`src/rtl/i2c1r_pkg.sv`:
```
package i2c1r_pkg;

  localparam int ADDR_W   = 7;
  localparam int N_LVL    = 3;
  localparam int N_ENTRY  = N_LVL * N_LVL;
  localparam int ENTRY_W  = ADDR_W + 1;

  localparam logic [1:0] LVL_LOW  = 2'b00;
  localparam logic [1:0] LVL_HIGH = 2'b01;
  localparam logic [1:0] LVL_OPEN = 2'b10;

  typedef enum logic [2:0] {
    ST_IDLE,
    ST_ADDR,
    ST_AACK,
    ST_WDAT,
    ST_WACK,
    ST_RDAT,
    ST_RACK
  } slv_state_e;

  // rank of a strap code; 3 marks an illegal code
  function automatic logic [1:0] lvl_rank(input logic [1:0] code);
    case (code)
      LVL_LOW:  lvl_rank = 2'd0;
      LVL_HIGH: lvl_rank = 2'd1;
      LVL_OPEN: lvl_rank = 2'd2;
      default:  lvl_rank = 2'd3;
    endcase
  endfunction

endpackage

```
`src/rtl/i2c1r_glitch_filter.sv`:
```
module i2c1r_glitch_filter #(
  parameter int   FILT_CNT = 5,
  parameter logic RST_VAL  = 1'b1
) (
  input  logic clk,
  input  logic rst_n,
  input  logic din,
  output logic dout
);

  localparam int CW = $clog2(FILT_CNT + 1);

  logic [1:0]    sync_q;
  logic [CW-1:0] cnt_q, cnt_d;
  logic          out_d;

  always_comb begin
    cnt_d = '0;
    out_d = dout;
    if (sync_q[1] != dout) begin
      if (cnt_q == CW'(FILT_CNT - 1)) begin
        out_d = sync_q[1];
      end else begin
        cnt_d = cnt_q + CW'(1);
      end
    end
  end

  always_ff @(posedge clk or negedge rst_n) begin
    if (!rst_n) begin
      sync_q <= {2{RST_VAL}};
      cnt_q  <= '0;
      dout   <= RST_VAL;
    end else begin
      sync_q <= {sync_q[0], din};
      cnt_q  <= cnt_d;
      dout   <= out_d;
    end
  end

  // the filtered level only moves to a value the synchronised input held for two cycles
  a_r9_filter_persist: assert property (@(posedge clk) disable iff (!rst_n)
    (dout != $past(dout)) |-> ($past(sync_q[1]) == dout && $past(sync_q[1], 2) == dout));

endmodule

```
`src/rtl/i2c1r_bus_events.sv`:
```
module i2c1r_bus_events (
  input  logic clk,
  input  logic rst_n,
  input  logic scl_f,
  input  logic sda_f,
  output logic scl_rise,
  output logic scl_fall,
  output logic start_ev,
  output logic stop_ev
);

  logic scl_p, sda_p;

  always_ff @(posedge clk or negedge rst_n) begin
    if (!rst_n) begin
      scl_p <= 1'b1;
      sda_p <= 1'b1;
    end else begin
      scl_p <= scl_f;
      sda_p <= sda_f;
    end
  end

  assign scl_rise = scl_f & ~scl_p;
  assign scl_fall = ~scl_f & scl_p;
  assign start_ev = scl_f & scl_p & sda_p & ~sda_f;
  assign stop_ev  = scl_f & scl_p & ~sda_p & sda_f;

  // bus conditions and clock edges never coincide
  a_r1_events_exclusive: assert property (@(posedge clk) disable iff (!rst_n)
    $onehot0({scl_rise, scl_fall, start_ev, stop_ev}));

endmodule

```
`src/rtl/i2c1r_strap_addr.sv`:
```
module i2c1r_strap_addr
  import i2c1r_pkg::*;
#(
  parameter logic [N_ENTRY*ENTRY_W-1:0] ADDR_TABLE = '0
) (
  input  logic              clk,
  input  logic              rst_n,
  input  logic [1:0]        strap_a,
  input  logic [1:0]        strap_b,
  output logic [ADDR_W-1:0] dev_addr,
  output logic              addr_ok
);

  logic [1:0]         ra, rb;
  logic [3:0]         idx;
  logic [ENTRY_W-1:0] entry;
  logic               codes_ok;
  logic               latched_q;

  always_comb begin
    ra       = lvl_rank(strap_a);
    rb       = lvl_rank(strap_b);
    codes_ok = (ra != 2'd3) && (rb != 2'd3);
    idx      = {2'b00, ra} * 4'd3 + {2'b00, rb};
    entry    = '0;
    for (int k = 0; k < N_ENTRY; k++) begin
      if (idx == 4'(k)) entry = ADDR_TABLE[k*ENTRY_W +: ENTRY_W];
    end
  end

  always_ff @(posedge clk or negedge rst_n) begin
    if (!rst_n) begin
      latched_q <= 1'b0;
      dev_addr  <= '0;
      addr_ok   <= 1'b0;
    end else if (!latched_q) begin
      latched_q <= 1'b1;
      dev_addr  <= entry[ADDR_W-1:0];
      addr_ok   <= entry[ENTRY_W-1] & codes_ok;
    end
  end

  // once latched, the strap-derived address never moves
  a_r3_strap_frozen: assert property (@(posedge clk) disable iff (!rst_n)
    (latched_q && $past(latched_q)) |-> ($stable(dev_addr) && $stable(addr_ok)));

endmodule

```
`src/rtl/i2c1r_slave.sv`:
```
module i2c1r_slave
  import i2c1r_pkg::*;
#(
  parameter int                          FILT_CNT   = 5,
  parameter int                          DATA_W     = 8,
  parameter logic [DATA_W-1:0]           REG_RST    = 8'hE1,
  parameter logic [N_ENTRY*ENTRY_W-1:0]  ADDR_TABLE = {8'hE0, 8'h00, 8'hE4, 8'hE2, 8'hF4,
                                                       8'hF1, 8'hE3, 8'hF0, 8'hE8}
) (
  input  logic              clk,
  input  logic              rst_n,
  input  logic              scl_i,
  input  logic              sda_i,
  input  logic [1:0]        strap_a,
  input  logic [1:0]        strap_b,
  output logic              sda_oe,
  output logic [DATA_W-1:0] cfg_q,
  output logic              wr_stb,
  output logic              wr_done,
  output logic              ack_done
);

  localparam int SH_W   = (DATA_W > ADDR_W) ? DATA_W : ADDR_W + 1;
  localparam int CNT_W  = $clog2(SH_W + 1);
  localparam int A_BITS = ADDR_W + 1;

  logic [1:0] raw, flt;
  logic       scl_f, sda_f;
  logic       scl_rise, scl_fall, start_ev, stop_ev;
  logic [ADDR_W-1:0] dev_addr;
  logic       addr_ok;

  assign raw = {sda_i, scl_i};

  for (genvar g = 0; g < 2; g++) begin : g_flt
    i2c1r_glitch_filter #(.FILT_CNT(FILT_CNT), .RST_VAL(1'b1)) u_flt (
      .clk  (clk),
      .rst_n(rst_n),
      .din  (raw[g]),
      .dout (flt[g])
    );
  end

  assign scl_f = flt[0];
  assign sda_f = flt[1];

  i2c1r_bus_events u_evt (
    .clk     (clk),
    .rst_n   (rst_n),
    .scl_f   (scl_f),
    .sda_f   (sda_f),
    .scl_rise(scl_rise),
    .scl_fall(scl_fall),
    .start_ev(start_ev),
    .stop_ev (stop_ev)
  );

  i2c1r_strap_addr #(.ADDR_TABLE(ADDR_TABLE)) u_strap (
    .clk     (clk),
    .rst_n   (rst_n),
    .strap_a (strap_a),
    .strap_b (strap_b),
    .dev_addr(dev_addr),
    .addr_ok (addr_ok)
  );

  slv_state_e        st_q, st_d;
  logic [CNT_W-1:0]  cnt_q, cnt_d;
  logic [SH_W-1:0]   sh_q, sh_d;
  logic [DATA_W-1:0] tx_q, tx_d, reg_d;
  logic              rw_q, rw_d, mack_q, mack_d, oe_d;
  logic              wstb_d, wdone_d, adone_d;

  always_comb begin
    st_d    = st_q;
    cnt_d   = cnt_q;
    sh_d    = sh_q;
    tx_d    = tx_q;
    rw_d    = rw_q;
    mack_d  = mack_q;
    oe_d    = sda_oe;
    reg_d   = cfg_q;
    wstb_d  = 1'b0;
    wdone_d = 1'b0;
    adone_d = 1'b0;
    if (stop_ev) begin
      st_d = ST_IDLE;
      oe_d = 1'b0;
    end else if (start_ev) begin
      st_d  = ST_ADDR;
      oe_d  = 1'b0;
      cnt_d = '0;
      sh_d  = '0;
    end else begin
      case (st_q)
        ST_ADDR: begin
          if (scl_rise) begin
            sh_d  = {sh_q[SH_W-2:0], sda_f};
            cnt_d = cnt_q + CNT_W'(1);
          end else if (scl_fall && cnt_q == CNT_W'(A_BITS)) begin
            if (addr_ok && sh_q[ADDR_W:1] == dev_addr) begin
              st_d = ST_AACK;
              oe_d = 1'b1;
              rw_d = sh_q[0];
            end else begin
              st_d = ST_IDLE;
            end
          end
        end
        ST_AACK: begin
          if (scl_fall) begin
            adone_d = 1'b1;
            cnt_d   = '0;
            if (rw_q) begin
              st_d = ST_RDAT;
              tx_d = cfg_q;
              oe_d = ~cfg_q[DATA_W-1];
            end else begin
              st_d = ST_WDAT;
              oe_d = 1'b0;
            end
          end
        end
        ST_WDAT: begin
          if (scl_rise) begin
            sh_d  = {sh_q[SH_W-2:0], sda_f};
            cnt_d = cnt_q + CNT_W'(1);
          end else if (scl_fall && cnt_q == CNT_W'(DATA_W)) begin
            reg_d  = sh_q[DATA_W-1:0];
            wstb_d = 1'b1;
            oe_d   = 1'b1;
            st_d   = ST_WACK;
          end
        end
        ST_WACK: begin
          if (scl_fall) begin
            oe_d    = 1'b0;
            adone_d = 1'b1;
            wdone_d = 1'b1;
            cnt_d   = '0;
            st_d    = ST_WDAT;
          end
        end
        ST_RDAT: begin
          if (scl_rise) begin
            cnt_d = cnt_q + CNT_W'(1);
          end else if (scl_fall) begin
            if (cnt_q == CNT_W'(DATA_W)) begin
              oe_d = 1'b0;
              st_d = ST_RACK;
            end else begin
              tx_d = {tx_q[DATA_W-2:0], 1'b0};
              oe_d = ~tx_q[DATA_W-2];
            end
          end
        end
        ST_RACK: begin
          if (scl_rise) begin
            mack_d = ~sda_f;
          end else if (scl_fall) begin
            if (mack_q) begin
              st_d  = ST_RDAT;
              tx_d  = cfg_q;
              oe_d  = ~cfg_q[DATA_W-1];
              cnt_d = '0;
            end else begin
              st_d = ST_IDLE;
              oe_d = 1'b0;
            end
          end
        end
        default: ;
      endcase
    end
  end

  always_ff @(posedge clk or negedge rst_n) begin
    if (!rst_n) begin
      st_q     <= ST_IDLE;
      cnt_q    <= '0;
      sh_q     <= '0;
      tx_q     <= '0;
      rw_q     <= 1'b0;
      mack_q   <= 1'b0;
      sda_oe   <= 1'b0;
      cfg_q    <= REG_RST;
      wr_stb   <= 1'b0;
      wr_done  <= 1'b0;
      ack_done <= 1'b0;
    end else begin
      st_q     <= st_d;
      cnt_q    <= cnt_d;
      sh_q     <= sh_d;
      tx_q     <= tx_d;
      rw_q     <= rw_d;
      mack_q   <= mack_d;
      sda_oe   <= oe_d;
      cfg_q    <= reg_d;
      wr_stb   <= wstb_d;
      wr_done  <= wdone_d;
      ack_done <= adone_d;
    end
  end

  // the slave begins pulling SDA only while SCL is low
  a_r12_drive_on_low: assert property (@(posedge clk) disable iff (!rst_n)
    $rose(sda_oe) |-> !scl_f);

  // with no usable address the slave never drives the bus
  a_r4_silent_unmatched: assert property (@(posedge clk) disable iff (!rst_n)
    !addr_ok |-> !sda_oe);

  // the register moves only together with its load strobe
  a_r5_reg_on_strobe: assert property (@(posedge clk) disable iff (!rst_n)
    (cfg_q != $past(cfg_q)) |-> wr_stb);

  // the end-of-write pulse closes a driven acknowledge and lasts one cycle
  a_r11_wr_done_ack: assert property (@(posedge clk) disable iff (!rst_n)
    wr_done |-> ($past(sda_oe) && !sda_oe && ack_done));

  a_r11_wr_done_single: assert property (@(posedge clk) disable iff (!rst_n)
    wr_done |=> !wr_done);

endmodule

```
`config.mk`:
```
export PLATFORM = sky130hd
export DESIGN_NAME = i2c1r_slave
export DESIGN_NICKNAME = d
export VERILOG_FILES = /design/src/rtl/i2c1r_pkg.sv /design/src/rtl/i2c1r_glitch_filter.sv /design/src/rtl/i2c1r_bus_events.sv /design/src/rtl/i2c1r_strap_addr.sv /design/src/rtl/i2c1r_slave.sv
export SDC_FILE = /design/constraint.sdc
export NUM_CORES = 1
export LEC_CHECK = 0
export ABC_AREA = 1
export BUFFER_PORTS_ARGS = -buffer_cell sky130_fd_sc_hd__buf_4
export CAP_MARGIN = 20
export CORE_ASPECT_RATIO = 0.5
export CORE_MARGIN = 8
export CORE_UTILIZATION = 25
export DETAILED_ROUTE_END_ITERATION = 10
export GPL_TIMING_DRIVEN = 1
export HOLD_SLACK_MARGIN = 0.03
export PLACE_DENSITY = 0.46
export REMOVE_ABC_BUFFERS = 1
export SLEW_MARGIN = 5
export SYNTH_ARGS = -nofsm -noshare
export SYNTH_HDL_FRONTEND = slang
export SYNTH_SLANG_ARGS = --single-unit
```
`constraint.sdc`:
```
create_clock -name clk -period 2.1 [get_ports clk]
set_input_delay 0.315 -clock clk [delete_from_list [all_inputs] [get_ports clk]]
set_output_delay 0.315 -clock clk [all_outputs]
set_load 0.01 [all_outputs]
```
# After elaboration in Yosys (flattened, before gate mapping)
# Index checks and enable logic that the tools add are counted.
# Widths: inputs -> output; s select.
word_totals:
  ram_bits: 0
  n_memories: 0
  latchBits: 0
  ff_bits: 59
  romBits: 0
  inputBits: 8
  output_inout_bits: 12
  word_cells: 199
op_classes:
  shifts: 0
  n_lt_le_gt_ge: 0
  n_eq_ne: 51
  n_div: 0
  n_addsub: 4
  mul: 1
  n_reduce_logical: 24
  n_bitwise: 17
  mux: 80
ops:
  columns: ["cell", "n"]
  rows:
  - ["$mux 8", 12]
  - ["$mux 3", 19]
  - ["$mux 7", 8]
  - ["$ne 4x4->1 const B", 12]
  - ["$mux 1", 28]
  - ["$mux 4", 6]
  - ["$reduce_and 12->1", 2]
  - ["$pmux 7 s3", 1]
  - ["$ne 2x2->1 const B", 10]
  - ["$pmux 3 s6", 1]
  - ["$eq 4x3->1 const B", 4]
  - ["$eq 3x3->1 const B", 5]
  - ["$pmux 2 s3", 2]
  - ["$pmux 4 s3", 1]
  - ["$reduce_and 11->1", 1]
  - ["$ne 3x3->1 const B", 3]
  - ["$not 1->1", 9]
  - ["$and 1x1->1", 8]
  - ["$eq 4x2->1 const B", 2]
  - ["$eq 4x4->1 const B", 2]
  - ["$reduce_bool 8->1", 1]
  - ["$eq 7x7->1", 1]
  - ["$reduce_and 7->1", 1]
  - ["$add 3x1->3 const B", 2]
  - ["other kinds (25)", 36]

# Depth between registers and ports, before layout
depth:
  depth_word: 15
  ltp_mapped: 13

# Hierarchy
# Synthesis repeated with hierarchy kept, for this count alone.
hier_totals:
  cells_unflattened: 401
  area_unflattened_um2: 3109.2
modules_own_cells:
  columns: ["module", "n_inst", "seq_area_each_um2", "cells_per_inst", "area_per_inst_um2"]
  rows:
  - ["i2c1r_slave", 1, 905.9, 268, 1959.4]
  - ["i2c1r_strap_addr", 1, 200.2, 68, 535.5]
  - ["i2c1r_glitch_filter (g_flt[1].u_flt)", 1, 153.9, 26, 261.5]
  - ["i2c1r_glitch_filter (g_flt[0].u_flt)", 1, 153.9, 26, 259.0]
  - ["i2c1r_bus_events", 1, 52.6, 13, 93.8]

# Worst setup path before layout
# Ideal clock, no wire load.
synth_path:
  kind: "in2reg"
  startpoint: "in strap_a[1]"
  endpoint: "reg u_strap.dev_addr[5]"
  slack_ns: -0.188
  setup_time_ns: 0.134
  arrival_ns: 2.154
  required_ns: 1.966
  path_stages: 11
  cell_sequence: "inv_1 ha_1 or2_2 ha_1 ha_1 inv_1 fa_1 nor2_1 inv_1 o21ai_0 o21ai_0"
synth_between:
  elab_chain_cells: 14
  elab_cells_between_ends: 24
  classes_between: "1 x add/sub; 1 x mul; 10 x eq/ne; 10 x mux; 2 x reduce/logical"
synth_lines:
  columns: ["item", "line_no", "rtl"]
  rows:
  - ["start, declared", "i2c1r_slave.sv:14", "input logic [1:0] strap_a,"]
  - ["$eq 2x2->1, or another cell as far along", "i2c1r_pkg.sv:24", "case (code)"]
  - ["$pmux 2 s3 (*)", "i2c1r_pkg.sv:24", null]
  - ["$mul 2x2->4 (*)", "i2c1r_strap_addr.sv:24", "idx = {2'b00, ra} * 4'd3 + {2'b00, rb};"]
  - ["$add 4x2->4 (*)", "i2c1r_strap_addr.sv:24", null]
  - ["$logic_not 4->1", "i2c1r_strap_addr.sv:27", "if (idx == 4'(k)) entry = ADDR_TABLE[k*ENTRY_W +: ENTRY_W];"]
  - ["$mux 8 (8 in a row)", "i2c1r_strap_addr.sv:27", null]
  - ["$mux 8 (*)", "i2c1r_strap_addr.sv:27", null]
  - ["end signal, assigned", "i2c1r_strap_addr.sv:38", "dev_addr <= entry[ADDR_W-1:0];"]
  - ["end, declared", "i2c1r_strap_addr.sv:10", "output logic [ADDR_W-1:0] dev_addr,"]
# Mark *: on every way between the ends. The rest lies on a longest branch, timed or not.
# A chain may end at the register's enable or synchronous reset.

# Worst setup path in the final report
layout_path:
  startpoint: "in strap_a[0]"
  endpoint: "reg u_strap.dev_addr[1]"
layout_between:
  elab_chain_cells: 13
  elab_cells_between_ends: 22
  classes_between: "1 x add/sub; 1 x mul; 10 x eq/ne; 9 x mux; 1 x reduce/logical"
layout_lines:
  columns: ["item", "line_no"]
  rows:
  - ["$eq 2x2->1, or another cell as far along", "i2c1r_pkg.sv:24"]
  - ["$pmux 2 s3 (*)", "i2c1r_pkg.sv:24"]
  - ["$mul 2x2->4 (*)", "i2c1r_strap_addr.sv:24"]
  - ["$add 4x2->4 (*)", "i2c1r_strap_addr.sv:24"]
  - ["$eq 4x1->1", "i2c1r_strap_addr.sv:27"]
  - ["$mux 8 (7 in a row)", "i2c1r_strap_addr.sv:27"]
  - ["$mux 8 (*)", "i2c1r_strap_addr.sv:27"]
# Marks and branches as above.

==> flow_metrics.tcl <==
set metrics [dict create \
    row_count 28 \
    crit_fanout 4 \
    grt_max_degree 59 \
    max_freq_ghz 0.4968 \
    final_cells 572 \
    drive_above_1_share 0.2506 \
    postCtsHoldBufs 0 \
    crit_path_end "u_strap.dev_addr[1]" \
    io_pins 20 \
    ir_drop_mv 0.3091 \
    relSlewSlack 0.5028 \
    antenna_cells 0 \
    power_leakage_uw 0.001823 \
    die-width_um 173.8 \
    dp.cells 555 \
    startpoint_type "primary input" \
    synth_area_um2 3113 \
    dp_hpwl_mm 4.652 \
    final-hold-violation-count 0 \
    place.gp.congestion 0.8064 \
    grt_usage 0.08440 \
    clk_pin_slew_worst_paths_ns 0.05 \
    initial_core_util 0.2598 \
    regToRegSetupSlack_ns 0.42 \
    drt_pre_antenna_iters 4 \
    min_path_type "in2async" \
    total_power_uw 3793 \
    core_um2 11980 \
    cts_buffers 9 \
    fin_skew_ns 0.005304 \
    grt_pass1_wl_mm 11.27 \
    htreeDepth 3 \
    first_iter_violations 108 \
    die_area_um2 16500 \
    synthCells 370 \
    cts_tree "yes" \
    async_flop_share 1.000 \
    fin_crit_ns 2.013 \
    required_ns 2.34 \
    finalCritPeriodShare 0.9586 \
    power_density_nw_per_um2 994.3 \
    syn2layout_area_growth_pct 22.55 \
    clock_path_buffers 2 \
    synth_area_leaders "dfrtp_1 (37%), nand2_1 (10%), dfstp_2 (10%)" \
    overflow 0 \
    grt_antenna_before_repair 0 \
    drv_slew 0 \
    yosysWarnings 0 \
    reg2reg_from "cnt_q[0]" \
    yosysTopAreaCell "dfrtp_1" \
    worst_pin_slew_ns 0.7458 \
    clk-insertion-delay-late_ns 0.32 \
    end_kind "flip-flop" \
    synth_edf_count 0 \
    netlist.area_leader.share 0.3698 \
    drcViolationCount 0 \
    routedWlPerCell_um 11.09 \
    cts_root_buf "clkbuf_16" \
    maxCapViolCount 0 \
    synth-seq-cells 58 \
    crit_type "in2reg" \
    grt_pass1_vias 2275 \
    drtAntennaViolNets 0 \
    cp.arrival_ns 2.25 \
    crit_start "strap_a[0]" \
    rr_worst_depth 9 \
    port_buffers 19 \
    yosysSeqAreaShare 0.4711 \
    synth_flop_cell "dfrtp_1" \
    vias_per_cell 4.045 \
    setup_viol 0 \
    wl_mm 6.341 \
    cts_sinks 58 \
    vias 2314 \
    nets 424 \
    r2r_end "st_q[2]" \
    die_y_um 94.91 \
    synth.avg_cell_area_um2 8.413 \
    yosys.cell_types.count 37 \
    outcome "completed" \
]
==> cell type report <==
class / count / area, um2
Clock buffer: 11 / 252.7
Clock inverter: 5 / 52.55
Fill cell: 1261 / 8167
Inverter: 62 / 235.2
Multi-Input combinational cell: 243 / 1391
Sequential cell: 58 / 1466
Tap cell: 165 / 206.4
Timing Repair Buffer: 28 / 210.2
==> sequential cells by signal, indices dropped and copies added, names as in the netlist, 3 cells and up <==
signal and cells:
cfg_q 8, cnt_q 4, g_flt.u_flt.cnt_q 6, g_flt.u_flt.sync_q 4
sh_q 8, st_q 3, tx_q 7, u_strap.dev_addr 6
==> worst max-delay path: stages <==
cell and delay, ns:
buf_4 0.10, inv_1 0.06, fa_1 0.53, inv_1 0.04, ha_1 0.19, inv_2 0.06, fa_2 0.47, nor2_4 0.14
inv_2 0.05, o21ai_1 0.13, nand3_1 0.08, o21ai_1 0.08
==> cells in the mapped netlist (5+ instances only) <==
| cell | n |
|---|---|
| nand2_2 | 5 |
| a21oi_2 | 8 |
| dfrtp_1 | 46 |
| o22ai_1 | 8 |
| inv_1 | 55 |
| nand2_1 | 85 |
| ha_1 | 12 |
| dfstp_2 | 12 |
| nor2_1 | 33 |
| o21ai_1 | 12 |
| o21ai_0 | 24 |
| nand3_1 | 20 |
| inv_2 | 5 |
==> layout by cell type (no fill, tap or decap), drive strengths merged, types with 2 or more instances in the layout <==
master / instances
o21ai: 38
ha: 12
dfstp: 12
nand3: 25
buf: 28
xor2: 2
nor3: 2
inv: 61
o22ai: 8
nand4: 4
a21oi: 11
nand2: 91
xnor2: 4
nor2: 39
fa: 2
clkinv: 4
dfrtp: 46
clkbuf: 11
==> how the worst min path moves through the flow <==
| stage | from | end | slack [ns] |
|---|---|---|---|
| floorplan | rst_n | ack_done | 0.02 |
| global placement | g_flt[1].u_flt.sync_q[0] | g_flt[1].u_flt.sync_q[1] | 0.35 |
| detailed placement | g_flt[1].u_flt.sync_q[0] | g_flt[1].u_flt.sync_q[1] | 0.35 |
| CTS | scl_i | g_flt[0].u_flt.sync_q[0] | 0.08 |
| global route | sda_i | g_flt[1].u_flt.sync_q[0] | 0.08 |
| finish | rst_n | u_strap.dev_addr[4] | 0.07 |
==> power breakdown <==
| group | internal [uW] | leakage, uW | switching (uW) |
|---|---|---|---|
| Combinational | 335 | 0.000931 | 519 |
| Sequential | 1340 | 0.000740 | 130 |
| Clock | 974 | 0.000151 | 496 |
| Total | 2650 | 0.00182 | 1140 |
==> layer usage <==
layer,GRT usage,part of all wire,vias to the layer above
met2,0.1263,0.43,25
li1,-,-,1226
met3,0.02708,0.032,7
met4,0.03392,0.014,0
met5,0,0,-
met1,0.1118,0.52,1056
==> kinds of logic (layout without fill, tap and decap cells) <==
group           count (synthesis)  in the layout  share of synthesized area
flops                          58             58                     0.4711
fa+ha+maj                      14             14                    0.06109
buf+inv                        69            106                    0.09405
xor+xnor                        6              6                    0.01688
compound gates                 58             58                     0.1093
simple gates                  164            164                     0.2464
other cells                     1              1                   0.001205
==> what timing repair did <==
action / CTS / global route
gates resized for setup: 1 / 19
buffers inserted: 0 / 1
gates cloned: 0 / 0
pin swaps: 1 / 5
setup endpoints to repair: 2 / 7
==> stage by stage <==
stage	hold slack, ns	utilization	TNS [ns]	instance area, um2	worst slack, ns
2_1_floorplan	0.01941	-	-0.5000	3055	-0.1880
3_3_place_gp	0.3454	0.2892	-1.946	3465	-0.3762
3_5_place_dp	0.3473	0.2892	-2.203	3465	-0.4243
4_1_cts	0.08133	0.3146	0	3770	0.01366
5_1_grt	0.07856	0.3184	-0.003614	3815	-0.003614
6_report	0.06729	0.3184	0	3815	0.08696
Note: power is estimated with default switching activity, not from simulation.
